### src/rtl/rstgen_pkg.sv
package rstgen_pkg;
  typedef enum logic [1:0] {
    ST_WAIT = 2'd0,
    ST_HOLD = 2'd1,
    ST_RUN  = 2'd2
  } seq_state_t;

  localparam int CAUSE_W   = 3;
  localparam int CAUSE_EXT = 0;
  localparam int CAUSE_WDT = 1;
  localparam int CAUSE_SW  = 2;
endpackage

### src/rtl/rstgen_sync.sv
// Release synchroniser: asynchronous assertion, clocked release.
module rstgen_sync #(
  parameter int STAGES = 2
) (
  input  logic clk,
  input  logic arst_n,
  output logic sync_n
);
  logic [STAGES-1:0] sh;

  generate
    if (STAGES == 1) begin : g_single
      always_ff @(posedge clk or negedge arst_n) begin
        if (!arst_n) sh <= '0;
        else         sh <= 1'b1;
      end
    end else begin : g_chain
      always_ff @(posedge clk or negedge arst_n) begin
        if (!arst_n) sh <= '0;
        else         sh <= {sh[STAGES-2:0], 1'b1};
      end
    end
  endgenerate

  assign sync_n = sh[STAGES-1];
endmodule

### src/rtl/rstgen_hold.sv
// Sequencer: waits for lock, then counts the hold window.
module rstgen_hold
  import rstgen_pkg::*;
#(
  parameter int HOLD_CYCLES = 8
) (
  input  logic clk,
  input  logic arst_n,
  input  logic rel_n,
  input  logic locked,
  input  logic evt,
  output logic sys_rst_n
);
  localparam int CNT_W = (HOLD_CYCLES > 1) ? $clog2(HOLD_CYCLES) : 1;
  localparam logic [CNT_W-1:0] LAST = CNT_W'(HOLD_CYCLES - 1);

  seq_state_t       state;
  logic [CNT_W-1:0] cnt;
  logic             rst_n_q;

  always_ff @(posedge clk or negedge arst_n) begin
    if (!arst_n) begin
      state   <= ST_WAIT;
      cnt     <= '0;
      rst_n_q <= 1'b0;
    end else if (!rel_n) begin
      state   <= ST_WAIT;
      cnt     <= '0;
      rst_n_q <= 1'b0;
    end else if (evt) begin
      state   <= ST_HOLD;
      cnt     <= '0;
      rst_n_q <= 1'b0;
    end else begin
      case (state)
        ST_WAIT: begin
          if (locked) begin
            state <= ST_HOLD;
            cnt   <= '0;
          end
        end
        ST_HOLD: begin
          if (cnt == LAST) begin
            state   <= ST_RUN;
            rst_n_q <= 1'b1;
          end else begin
            cnt <= cnt + 1'b1;
          end
        end
        ST_RUN: ;
        default: begin
          state   <= ST_WAIT;
          rst_n_q <= 1'b0;
        end
      endcase
    end
  end

  assign sys_rst_n = rst_n_q;
endmodule

### src/rtl/rstgen_cause.sv
// Cause register: set by the board pin, overwritten by accepted events.
module rstgen_cause
  import rstgen_pkg::*;
(
  input  logic               clk,
  input  logic               arst_n,
  input  logic               rel_n,
  input  logic               wdt,
  input  logic               sw,
  output logic [CAUSE_W-1:0] cause
);
  logic [CAUSE_W-1:0] cause_q;

  always_ff @(posedge clk or negedge arst_n) begin
    if (!arst_n) begin
      cause_q            <= '0;
      cause_q[CAUSE_EXT] <= 1'b1;
    end else if (rel_n && (wdt || sw)) begin
      cause_q            <= '0;
      cause_q[CAUSE_WDT] <= wdt;
      cause_q[CAUSE_SW]  <= sw;
    end
  end

  assign cause = cause_q;
endmodule

### src/rtl/rstgen_core.sv
module rstgen_core #(
  parameter int HOLD_CYCLES = 8,
  parameter int SYNC_STAGES = 2
) (
  input  logic       clk,
  input  logic       ext_rst_n,
  input  logic       wdt_pulse,
  input  logic       sw_req,
  input  logic       pll_locked,
  output logic       sys_rst_n,
  output logic       rst_out_n,
  output logic       pll_rst_n,
  output logic [2:0] rst_cause
);
  logic rel_n;
  logic seq_rst_n;

  rstgen_sync #(.STAGES(SYNC_STAGES)) u_sync (
    .clk    (clk),
    .arst_n (ext_rst_n),
    .sync_n (rel_n)
  );

  rstgen_hold #(.HOLD_CYCLES(HOLD_CYCLES)) u_hold (
    .clk       (clk),
    .arst_n    (ext_rst_n),
    .rel_n     (rel_n),
    .locked    (pll_locked),
    .evt       (wdt_pulse | sw_req),
    .sys_rst_n (seq_rst_n)
  );

  rstgen_cause u_cause (
    .clk    (clk),
    .arst_n (ext_rst_n),
    .rel_n  (rel_n),
    .wdt    (wdt_pulse),
    .sw     (sw_req),
    .cause  (rst_cause)
  );

  assign sys_rst_n = seq_rst_n;
  assign rst_out_n = seq_rst_n;
  assign pll_rst_n = rel_n;
endmodule

### config.mk
export PLATFORM = sky130hd
export DESIGN_NAME = rstgen_core
export DESIGN_NICKNAME = d
export VERILOG_FILES = /design/src/rtl/rstgen_pkg.sv /design/src/rtl/rstgen_sync.sv /design/src/rtl/rstgen_hold.sv /design/src/rtl/rstgen_cause.sv /design/src/rtl/rstgen_core.sv
export SDC_FILE = /design/constraint.sdc
export NUM_CORES = 1
export LEC_CHECK = 0
export BUFFER_PORTS_ARGS = -buffer_cell sky130_fd_sc_hd__buf_2
export CORE_AREA = 2 2 39 41
export DETAILED_ROUTE_END_ITERATION = 12
export DIE_AREA = 0 0 41 43
export RECOVER_POWER = 25
export SYNTH_ARGS = -nofsm -noshare
export SYNTH_HDL_FRONTEND = slang
export SYNTH_SLANG_ARGS = --single-unit
export TNS_END_PERCENT = 50
### constraint.sdc
create_clock -name clk -period 1.6 [get_ports clk]
set_clock_uncertainty 0.2 [all_clocks]
set_input_delay 0.08 -clock clk [delete_from_list [all_inputs] [get_ports clk]]
set_output_delay 0.08 -clock clk [all_outputs]
set_load 0.005 [all_outputs]
==> impl_metrics.py <==
metrics = {
    "status": {
        "status": "finished, final reports clean",
    },
    "sta": {
        "slew_headroom_pct": 61.5,
        "tightest_slew_ps": 578,
        "hold_viol": 0,
        "finalSetupTns_ps": 0,
        "hold_ws_ps": 55.7,
        "setup_violations": 0,
        "maxSlewViolCount": 0,
        "fmax_mhz": 649,
        "min_period_ps": 1540,
        "rsz0062_at_grt": "yes",
        "final.period_utilization_pct": 96.3,
    },
    "layout": {
        "final_cell_mix": "nand2_1, dfrtp_1, buf_2",
        "fin_nets": 72,
        "drive_gt1_share_pct": 34.4,
        "postLayoutCoreUtil_pct": 47.4,
        "syn_to_final_growth_pct": 33.7,
        "final_common_cell": "nand2_1",
        "diodes": 0,
    },
    "synth": {
        "synth-seq-cells": 11,
        "syn_avg_cell_area_um2": 10.9,
        "synth.distinct_cells": 20,
        "synth_area_um2": 490,
        "synthCells": 45,
        "synth_warnings": 0,
        "synth_nets": 52,
        "ys_seq_area_share_pct": 56.4,
    },
    "clocking": {
        "clkTransAtPathRegs_ps": 70,
        "worstSkewPairLatency_ps": 270,
        "cts-root-buf": "clkbuf_4",
        "cts_tree": "yes",
        "clock_path_buffers": 2,
        "htreeDepth": 1,
        "post-cts-setup-buffers": 0,
        "cts_buffers": 3,
        "numClockSinks": 11,
    },
    "floorplan": {
        "die_height_um": 43,
        "coreArea_um2": 1380,
        "die_x_um": 41,
        "initial_utilization_pct": 35.4,
        "dieArea_um2": 1760,
        "core.rowCount": 14,
        "io_pins": 11,
    },
    "global_routing": {
        "antenna_found_initial": 0,
        "grt_pass1_vias": 390,
        "grt_pass1_wl_um": 1610,
        "track_usage_pct": 14.6,
        "grt_max_degree": 12,
        "grt_overflow": 0,
    },
    "power": {
        "leakage_nw": 0.307,
        "finalPower_uw": 550,
        "p_per_area_nw_per_um2": 838,
        "vdd_ir_drop_max_uv": 500,
    },
    "detailed_routing": {
        "wirelength_um": 944,
        "wl_per_cell_um": 11.8,
        "drt_iter0_markers": 3,
        "vias": 386,
        "drc": 0,
        "ant_nets": 0,
        "avgViaCountPerCell": 4.83,
        "dr.pass1.iters": 2,
    },
    "critical_path": {
        "path_class": "reg2reg",
        "path_buf_inv": 0,
        "slowest_delay_ps": 400,
        "crit_family": "flip-flops",
        "cp-start-kind": "flop",
        "cp.required_ps": 1590,
        "crit_top_cell": "ha_2",
        "cp_data_arrival_time_ps": 1530,
        "endpoint_kind": "flop",
        "crit_chain": "ha_2 -> ha_2 -> and4bb_1 -> nand2_1 -> o22ai_2",
        "slowest_stage": "dfrtp_1",
        "crit_fanout": 3,
    },
    "flow_run": {
        "drv_cap": 0,
    },
    "placement": {
        "numPortBuffers": 10,
        "place.gp.congestion": 0.727,
    },
    "hold_path": {
        "min_path_type": "in2reg",
    },
}
## layer usage
metal  wire length (um)  global-route usage [%]
met4                 31                    14.0
met2                473                    20.6
met1                405                    17.1
met5                  0                       0
met3                 34                    3.14
## synthesized netlist by cell type
| cell type | n | share of area [%] |
|---|---|---|
| nand2_1 | 11 | 8.4 |
| dfrtp_1 | 10 | 51 |
| nand2b_1 | 3 | 3.8 |
| a21oi_1 | 2 | 2.0 |
| ha_1 | 2 | 5.1 |
| nand3_1 | 2 | 2.0 |
| o21ai_1 | 2 | 2.0 |
| a211oi_1 | 1 | 1.5 |
| a21oi_2 | 1 | 1.8 |
| and2_1 | 1 | 1.3 |
| and4bb_1 | 1 | 2.6 |
| buf_4 | 1 | 1.5 |
| conb_1 | 1 | 0.76 |
| dfstp_2 | 1 | 5.4 |
| nand3b_1 | 1 | 1.5 |
| nor2_2 | 1 | 1.3 |
| nor3b_2 | 1 | 2.6 |
| o21ai_0 | 1 | 1.0 |
| o22ai_2 | 1 | 2.6 |
| o31a_1 | 1 | 1.8 |
## per-stage QoR
| step | instance area (um2) | setup WS (ps) | std cells |
|---|---|---|---|
| after floorplan | 490 | 61.6 | 45 |
| after global placement | 568 | 44.0 | 72 |
| after detailed placement | 568 | -33.4 | 72 |
| after CTS | 639 | 20.4 | 80 |
| after global routing | 656 | -0.507 | 80 |
| final | 656 | 59.9 | 80 |
## path summary, 6_finish.rpt
check / from / end / slack (ps) / cells after the start
min reg2reg: u_sync.sh[0] / u_sync.sh[1] / 150 / 0
min in group asynchronous: ext_rst_n / u_hold.cnt[2] / 120 / 2
min: pll_locked / u_hold.cnt[2] / 60 / 4
max reg2reg: u_hold.cnt[0] / u_hold.cnt[0] / 60 / 5
max in group asynchronous: ext_rst_n / u_sync.sh[1] / 670 / 2
max: u_hold.cnt[0] / u_hold.cnt[0] / 60 / 5
## repair_timing
action / in CTS / in global routing
endpoints found under the hold margin: 20 / 0
hold buffers: 4 / 0
pin swaps: 2 / 1
endpoints found under the setup margin: 4 / 5
cloned: 0 / 0
resized for setup: 2 / 5
## cell families after synthesis
group / Yosys count / share of synthesized area [%]
AO/OA/AOI/OAI: 9 / 12.8
adder cells (fa/ha/maj): 2 / 5.10
buffers and inverters: 1 / 1.53
flip-flops: 11 / 56.4
other: 1 / 0.765
AND/OR/NAND/NOR: 21 / 23.5
## layout make-up
cell class	instances	area [um2]
Multi-Input combinational cell	33	219
Sequential cell	11	278
Tap cell	16	20.0
Timing Repair Buffer	16	113
Fill cell	139	728
Clock buffer	4	26.3
## power breakdown
part | total [mW] | leakage [nW] | internal, mW | switching, mW
clock | 0.190 | 0.0150 | 0.0965 | 0.0935
combinational | 0.0617 | 0.155 | 0.0309 | 0.0308
sequential | 0.298 | 0.137 | 0.289 | 0.00874
## worst register-to-register path: stages (launching register included)
cell and delay (ps):
dfrtp_1 400, ha_2 190, ha_2 170, and4bb_1 310, nand2_1 90, o22ai_2 120
## state kept, by name, indices dropped and copies added, names as in the netlist
name	flops
u_hold.sys_rst_n	1
u_sync.sh	2
u_hold.cnt	3
u_cause.cause	3
u_hold.state	2
No activity file was read; power rests on OpenSTA's default activity.
